--- config.mk ---
export PLATFORM = sky130hd
export DESIGN_NAME = instr_sequencer
export DESIGN_NICKNAME = d
export VERILOG_FILES = /design/src/rtl/isq_pkg.sv /design/src/rtl/isq_step.sv /design/src/rtl/isq_pc.sv /design/src/rtl/isq_strobe.sv /design/src/rtl/instr_sequencer.sv
export SDC_FILE = /design/constraint.sdc
export NUM_CORES = 1
export LEC_CHECK = 0
export BUFFER_PORTS_ARGS = -buffer_cell sky130_fd_sc_hd__buf_2
export CORE_MARGIN = 8
export CORE_UTILIZATION = 35
export DETAILED_ROUTE_END_ITERATION = 8
export GPL_ROUTABILITY_DRIVEN = 0
export PLACE_DENSITY_LB_ADDON = 0.2
export SLEW_MARGIN = 10
export SYNTH_ARGS = -nofsm -noshare
export SYNTH_HDL_FRONTEND = slang
export SYNTH_SLANG_ARGS = --single-unit
--- constraint.sdc ---
create_clock -name clk -period 2.2 [get_ports clk]
set_clock_uncertainty 0.2 [all_clocks]
set_input_delay 0.44 -clock clk [delete_from_list [all_inputs] [get_ports clk]]
set_output_delay 0.44 -clock clk [all_outputs]
set_load 0.005 [all_outputs]
--- src/rtl/isq_pkg.sv ---
package isq_pkg;

  typedef enum logic [2:0] {
    CLS_ALU    = 3'd0,
    CLS_JUMP   = 3'd1,
    CLS_MEM_B  = 3'd2,
    CLS_MEM_W  = 3'd3,
    CLS_MULDIV = 3'd4
  } isq_cls_e;

  localparam int ST_LO  = 0;
  localparam int ST_HI  = 1;
  localparam int ST_M1  = 2;
  localparam int ST_M2  = 3;
  localparam int ST_MD  = 4;
  localparam int NSTEP  = 5;

  // number of memory cycles added after the fetch for a class code
  function automatic int unsigned mem_extra(input logic [2:0] cls);
    case (cls)
      CLS_MEM_B: mem_extra = 1;
      CLS_MEM_W: mem_extra = 2;
      default:   mem_extra = 0;
    endcase
  endfunction

  // sequential fetch address with wrap-around at the counter width
  function automatic logic [15:0] fetch_next(input logic [15:0] cur,
                                             input logic [15:0] step);
    fetch_next = cur + step;
  endfunction

endpackage

--- src/rtl/isq_step.sv ---
module isq_step
  import isq_pkg::*;
#(
  parameter int CLS_W = 3
) (
  input  logic               clk,
  input  logic               rst_n,
  input  logic [CLS_W-1:0]   cls_in,
  input  logic               md_done,
  output logic [NSTEP-1:0]   step_q,
  output logic               finish
);

  logic [CLS_W-1:0] cls_q;
  logic [CLS_W-1:0] eff_cls;
  logic [NSTEP-1:0] step_nxt;
  int unsigned      extra;

  // class is decoded live in the high-byte cycle, held afterwards
  assign eff_cls = step_q[ST_HI] ? cls_in : cls_q;
  assign extra   = mem_extra(eff_cls);

  always_comb begin
    step_nxt = '0;
    unique case (1'b1)
      step_q[ST_LO]: step_nxt[ST_HI] = 1'b1;
      step_q[ST_HI]: begin
        if (extra != 0)                       step_nxt[ST_M1] = 1'b1;
        else if (eff_cls == CLS_MULDIV)       step_nxt[ST_MD] = 1'b1;
        else                                  step_nxt[ST_LO] = 1'b1;
      end
      step_q[ST_M1]: begin
        if (extra > 1) step_nxt[ST_M2] = 1'b1;
        else           step_nxt[ST_LO] = 1'b1;
      end
      step_q[ST_M2]: step_nxt[ST_LO] = 1'b1;
      step_q[ST_MD]: begin
        if (md_done) step_nxt[ST_LO] = 1'b1;
        else         step_nxt[ST_MD] = 1'b1;
      end
      default: step_nxt[ST_LO] = 1'b1;
    endcase
  end

  assign finish = step_nxt[ST_LO] && !step_q[ST_LO];

  always_ff @(posedge clk) begin
    if (!rst_n) begin
      step_q <= NSTEP'(1) << ST_LO;
      cls_q  <= '0;
    end else begin
      step_q <= step_nxt;
      if (step_q[ST_HI]) cls_q <= cls_in;
    end
  end

  a_r2_onehot: assert property (@(posedge clk) disable iff (!rst_n)
    $countones(step_q) == 1);

  a_r3_lo_to_hi: assert property (@(posedge clk) disable iff (!rst_n)
    step_q[ST_LO] |=> step_q[ST_HI]);

  a_r4_finish_to_lo: assert property (@(posedge clk) disable iff (!rst_n)
    finish |=> step_q[ST_LO]);

  a_r6_md_hold: assert property (@(posedge clk) disable iff (!rst_n)
    (step_q[ST_MD] && !md_done) |=> step_q[ST_MD]);

  a_r5_m2_after_m1: assert property (@(posedge clk) disable iff (!rst_n)
    step_q[ST_M2] |-> $past(step_q[ST_M1]));

endmodule

--- src/rtl/isq_pc.sv ---
module isq_pc
  import isq_pkg::*;
#(
  parameter int PC_W        = 16,
  parameter int INSTR_BYTES = 2
) (
  input  logic            clk,
  input  logic            rst_n,
  input  logic            fetch_done,
  input  logic            finish,
  input  logic            jmp_take,
  input  logic [PC_W-1:0] jmp_addr,
  output logic [PC_W-1:0] pc_q
);

  localparam logic [PC_W-1:0] PC_STEP = PC_W'(INSTR_BYTES);

  logic jmp_load;
  assign jmp_load = finish && jmp_take;

  always_ff @(posedge clk) begin
    if (!rst_n)          pc_q <= '0;
    else if (jmp_load)   pc_q <= jmp_addr;
    else if (fetch_done) pc_q <= fetch_next(pc_q, PC_STEP);
  end

  a_r7_pc_inc: assert property (@(posedge clk) disable iff (!rst_n)
    (fetch_done && !jmp_load) |=> pc_q == PC_W'($past(pc_q) + PC_STEP));

  a_r8_jump_load: assert property (@(posedge clk) disable iff (!rst_n)
    jmp_load |=> pc_q == $past(jmp_addr));

  a_r8_pc_hold: assert property (@(posedge clk) disable iff (!rst_n)
    (!fetch_done && !jmp_load) |=> $stable(pc_q));

endmodule

--- src/rtl/isq_strobe.sv ---
module isq_strobe
  import isq_pkg::*;
(
  input  logic             clk,
  input  logic             rst_n,
  input  logic [NSTEP-1:0] step_q,
  input  logic             finish,
  input  logic             wb_req,
  output logic             step_lo,
  output logic             step_hi,
  output logic             exec_start,
  output logic             pc_inc,
  output logic             reg_we
);

  assign step_lo    = step_q[ST_LO];
  assign step_hi    = step_q[ST_HI];
  assign exec_start = step_q[ST_HI];
  assign pc_inc     = step_q[ST_HI];
  assign reg_we     = finish && wb_req;

  a_r9_we_only_at_finish: assert property (@(posedge clk) disable iff (!rst_n)
    reg_we |-> !step_q[ST_LO]);

endmodule

--- src/rtl/instr_sequencer.sv ---
module instr_sequencer
  import isq_pkg::*;
#(
  parameter int PC_W        = 16,
  parameter int CLS_W       = 3,
  parameter int INSTR_BYTES = 2
) (
  input  logic              clk,
  input  logic              rst_n,
  input  logic [CLS_W-1:0]  instr_cls,
  input  logic              wb_req,
  input  logic              md_done,
  input  logic              jmp_take,
  input  logic [PC_W-1:0]   jmp_addr,
  output logic [NSTEP-1:0]  step_vec,
  output logic              step_lo,
  output logic              step_hi,
  output logic              exec_start,
  output logic              exec_finish,
  output logic              pc_inc,
  output logic              reg_we,
  output logic [PC_W-1:0]   pc
);

  logic             finish_w;
  logic [NSTEP-1:0] step_w;
  logic             pc_inc_w;

  isq_step #(.CLS_W(CLS_W)) u_step (
    .clk     (clk),
    .rst_n   (rst_n),
    .cls_in  (instr_cls),
    .md_done (md_done),
    .step_q  (step_w),
    .finish  (finish_w)
  );

  isq_strobe u_strobe (
    .clk        (clk),
    .rst_n      (rst_n),
    .step_q     (step_w),
    .finish     (finish_w),
    .wb_req     (wb_req),
    .step_lo    (step_lo),
    .step_hi    (step_hi),
    .exec_start (exec_start),
    .pc_inc     (pc_inc_w),
    .reg_we     (reg_we)
  );

  isq_pc #(.PC_W(PC_W), .INSTR_BYTES(INSTR_BYTES)) u_pc (
    .clk        (clk),
    .rst_n      (rst_n),
    .fetch_done (pc_inc_w),
    .finish     (finish_w),
    .jmp_take   (jmp_take),
    .jmp_addr   (jmp_addr),
    .pc_q       (pc)
  );

  assign step_vec    = step_w;
  assign exec_finish = finish_w;
  assign pc_inc      = pc_inc_w;

endmodule

==> results.sh <==
export IMPL_critPathKind="flop to output port"
export IMPL_power_density_nw_per_um2=594
export IMPL_cap_viol_max_count=0
export IMPL_clock_fmax_ghz=0.441
export IMPL_final_area_um2=1960
export IMPL_hold_path_startpoint="jmp_addr[6]"
export IMPL_period_needed_ns=2.27
export IMPL_cp_start_kind="flop"
export IMPL_hold_violations=0
export IMPL_placement_io_buffers=50
export IMPL_wl_per_cell_um=14.3
export IMPL_clock_power_share=0.338
export IMPL_mappedNetlistNets=189
export IMPL_setup_violations=2
export IMPL_failed_checks="setup timing"
export IMPL_drt_antenna_violating_nets=0
export IMPL_synth_async_reset_ratio=0
export IMPL_placed_cells=264
export IMPL_final_max_slew_violation_count=0
export IMPL_drt_drc_violations_left=0
export IMPL_die_width_um=80.0
export IMPL_yosysWarningCount=0
export IMPL_dp_hpwl_um=2820
export IMPL_max_slew_margin=0.618
export IMPL_fin_util=0.493
export IMPL_netSwitchingPower_mw=0.309
export IMPL_grt_max_degree=27
export IMPL_grt_antenna_before_repair=0
export IMPL_initial_core_util=0.361
export IMPL_synth_enable_flop_cells=0
export IMPL_initial_drc_count=74
export IMPL_crit_path_cells="buf_6 > mux2i_4 > a22oi_2 > o21a_1 > nor3b_2 > buf_2"
export IMPL_numClockSinks=24
export IMPL_global_route_wire_length_before_repair_um=6570
export IMPL_dieArea_um2=6410
export IMPL_r2r_start="u_step.step_q[1]$_SDFF_PN0_"
export IMPL_vias_per_cell=4.99
export IMPL_report_power_total_mw=1.16
export IMPL_yosysUniqueCellTypes=39
export IMPL_clk_latency_ns=0.27
export IMPL_synthesis_area_per_instance_um2=8.75
export IMPL_global_route_usage_met1=0.155
export IMPL_pre_cts_slack_ns=0.0227
export IMPL_busiest_grt_layer="met2"
export IMPL_r2r_end="u_pc.pc_q[13]$_SDFFE_PN0P_"
export IMPL_die_h_um=80.0
export IMPL_detailedRoute_firstPassIterationCount=4
export IMPL_area_of_the_core_um2=3970
export IMPL_cts_tree="yes"
export IMPL_worst_setup_path_end_kind="output port"
export IMPL_tns_ns=-0.122
export IMPL_nNetsFinal=253
export IMPL_ys_dominant_reg_cell="dfxtp_1"
export IMPL_vias_after_detailed_routing=1383
export IMPL_area_growth_pct=36.4
export IMPL_track_usage=0.127
export IMPL_run_status="finished with violations"
export IMPL_holdWs_ns=0.201
export IMPL_global_route_overflow_total=0
export IMPL_clock_pin_slew_worst_setup_and_hold_paths_ns=0.09
export IMPL_ios=51
export IMPL_critical_path_required_ns=1.56
export IMPL_post_route_cells_drive_above_1_share=0.414
export IMPL_synth_seq_area_share=0.335
export IMPL_timing_reg2reg_setup_slack_ns=0.07
export IMPL_timing_critical_path_to="reg_we"
export IMPL_leakage_nw=0.808
export IMPL_irDropWorstVdd_mv=0.518
export IMPL_gr_usage_met2=0.211
export IMPL_ctsLongestPathBuffers=2
export IMPL_most_common_layout_cells="buf_2 (50), nand2_1 (23), dfxtp_1 (22)"
export IMPL_instances_no_fill=277
export IMPL_number_of_standard_cell_rows_in_the_floorplan=23
export IMPL_first_global_vias=1397
export IMPL_r2r_cells=11
export IMPL_min_delay_path_class="input port to flop"
export IMPL_postSynthCellCount=164
export IMPL_critical_path_peak_fanout=4
export IMPL_setup_slack_ns=-0.0651
export IMPL_grt_setup_unrepaired="yes"
export IMPL_combPwrFrac=0.233
export IMPL_antenna_cells_inserted=0
export IMPL_layout_commonest_cell="buf_2"
export IMPL_groute_layer_met3_usage=0.0383
export IMPL_total_cts_buffers=3
export IMPL_max_stage_delay_ns=0.38
export IMPL_worstPathArrival_ns=1.63
export IMPL_tightest_slew_ns=0.573
export IMPL_power_share_sequential=0.429
export IMPL_slowest_library_cell_on_the_worst_path="dfxtp_4"
export IMPL_worstSetupStartpoint="u_step.step_q[1]$_SDFF_PN0_"
export IMPL_switching_share=0.266
export IMPL_htreeDepth=1
export IMPL_power_internal_mw=0.854
export IMPL_period_share=1.03
export IMPL_postPlaceCellArea_um2=1750
export IMPL_netlist_area_um2=1440
export IMPL_synth_ff_latch_count=24
export IMPL_totalWireLength_um=3970
export IMPL_root_buffer="clkbuf_8"
[critical path, delay by kind of cell, from the launching register on]
kind	cells	cell delay [ns]
DFF	1	0.38
AOI/OAI and AO/OA	2	0.33
buffers and inverters	2	0.25
muxes	1	0.23
and+or+nand+nor	1	0.17
[what timing repair did]
item,CTS,global route
hold buffers,0,0
pin swaps,6,3
endpoints found under the setup margin,2,8
resized for setup,12,5
buffers inserted,9,2
[state kept, by name (all words and copies together) (netlist names)]
register,flops
u_pc.pc_q,16
u_step.step_q,5
u_step.cls_q,3
[cell usage after synthesis (2+ instances only)]
master / instances / share of area
mux2i_1: 13 / 0.091
nand4_1: 3 / 0.013
nand3_1: 2 / 0.0070
xnor2_1: 9 / 0.055
o21a_1: 5 / 0.026
nor4_1: 8 / 0.035
buf_4: 7 / 0.037
nor2b_1: 4 / 0.017
nor3_1: 3 / 0.010
clkbuf_1: 2 / 0.0052
buf_6: 2 / 0.016
nor2_1: 3 / 0.0078
inv_1: 4 / 0.010
nand2_1: 24 / 0.063
a21oi_1: 8 / 0.028
dfxtp_1: 24 / 0.33
and2_1: 2 / 0.0087
nand4b_1: 6 / 0.037
nand2b_1: 7 / 0.031
o21ai_0: 4 / 0.014
o221ai_1: 6 / 0.037
[routing by layer]
metal  vias to the layer above  share of wire
met3                         2          0.055
met1                       628           0.47
met2                        37           0.47
met4                         0         0.0058
li1                        716              -
met5                         -              0
[worst min path at each step]
stage,end,cells past startpoint
4_1_cts,u_pc.pc_q[6]$_SDFFE_PN0P_,3
2_1_floorplan,u_pc.pc_q[0]$_SDFFE_PN0P_,2
3_3_place_gp,u_pc.pc_q[0]$_SDFFE_PN0P_,2
6_report,u_pc.pc_q[6]$_SDFFE_PN0P_,3
5_1_grt,u_pc.pc_q[3]$_SDFFE_PN0P_,3
3_5_place_dp,u_pc.pc_q[0]$_SDFFE_PN0P_,2
[cell type report]
type / instances / area (µm²)
Sequential cell: 24 / 488
Multi-Input combinational cell: 124 / 905
Tap cell: 50 / 62.6
Clock inverter: 1 / 30.0
Fill cell: 396 / 2010
Inverter: 4 / 15.0
Timing Repair Buffer: 71 / 415
Clock buffer: 3 / 41.3
[logic make-up (layout without fill, tap and decap cells)]
| kind of cell | Yosys count | after routing | synth area share |
|---|---|---|---|
| buffers and inverters | 16 | 79 | 0.0741 |
| xor gates and xnor gates | 10 | 10 | 0.0610 |
| and+or+nand+nor | 71 | 71 | 0.289 |
| muxes | 14 | 14 | 0.0985 |
| DFF | 24 | 24 | 0.335 |
| AOI/OAI and AO/OA | 28 | 28 | 0.134 |
| adders and majority gates | 1 | 1 | 0.00872 |
[power groups by stage]
stage | Sequential [mW] | Combinational (mW) | Clock [mW]
5_1_grt | 0.505 | 0.299 | 0.418
3_3_place_gp | 0.508 | 0.229 | 0
4_1_cts | 0.498 | 0.259 | 0.406
2_1_floorplan | 0.505 | 0.140 | 0
6_report | 0.499 | 0.271 | 0.393
3_5_place_dp | 0.508 | 0.228 | 0
No activity file was read; power rests on OpenSTA's default activity.
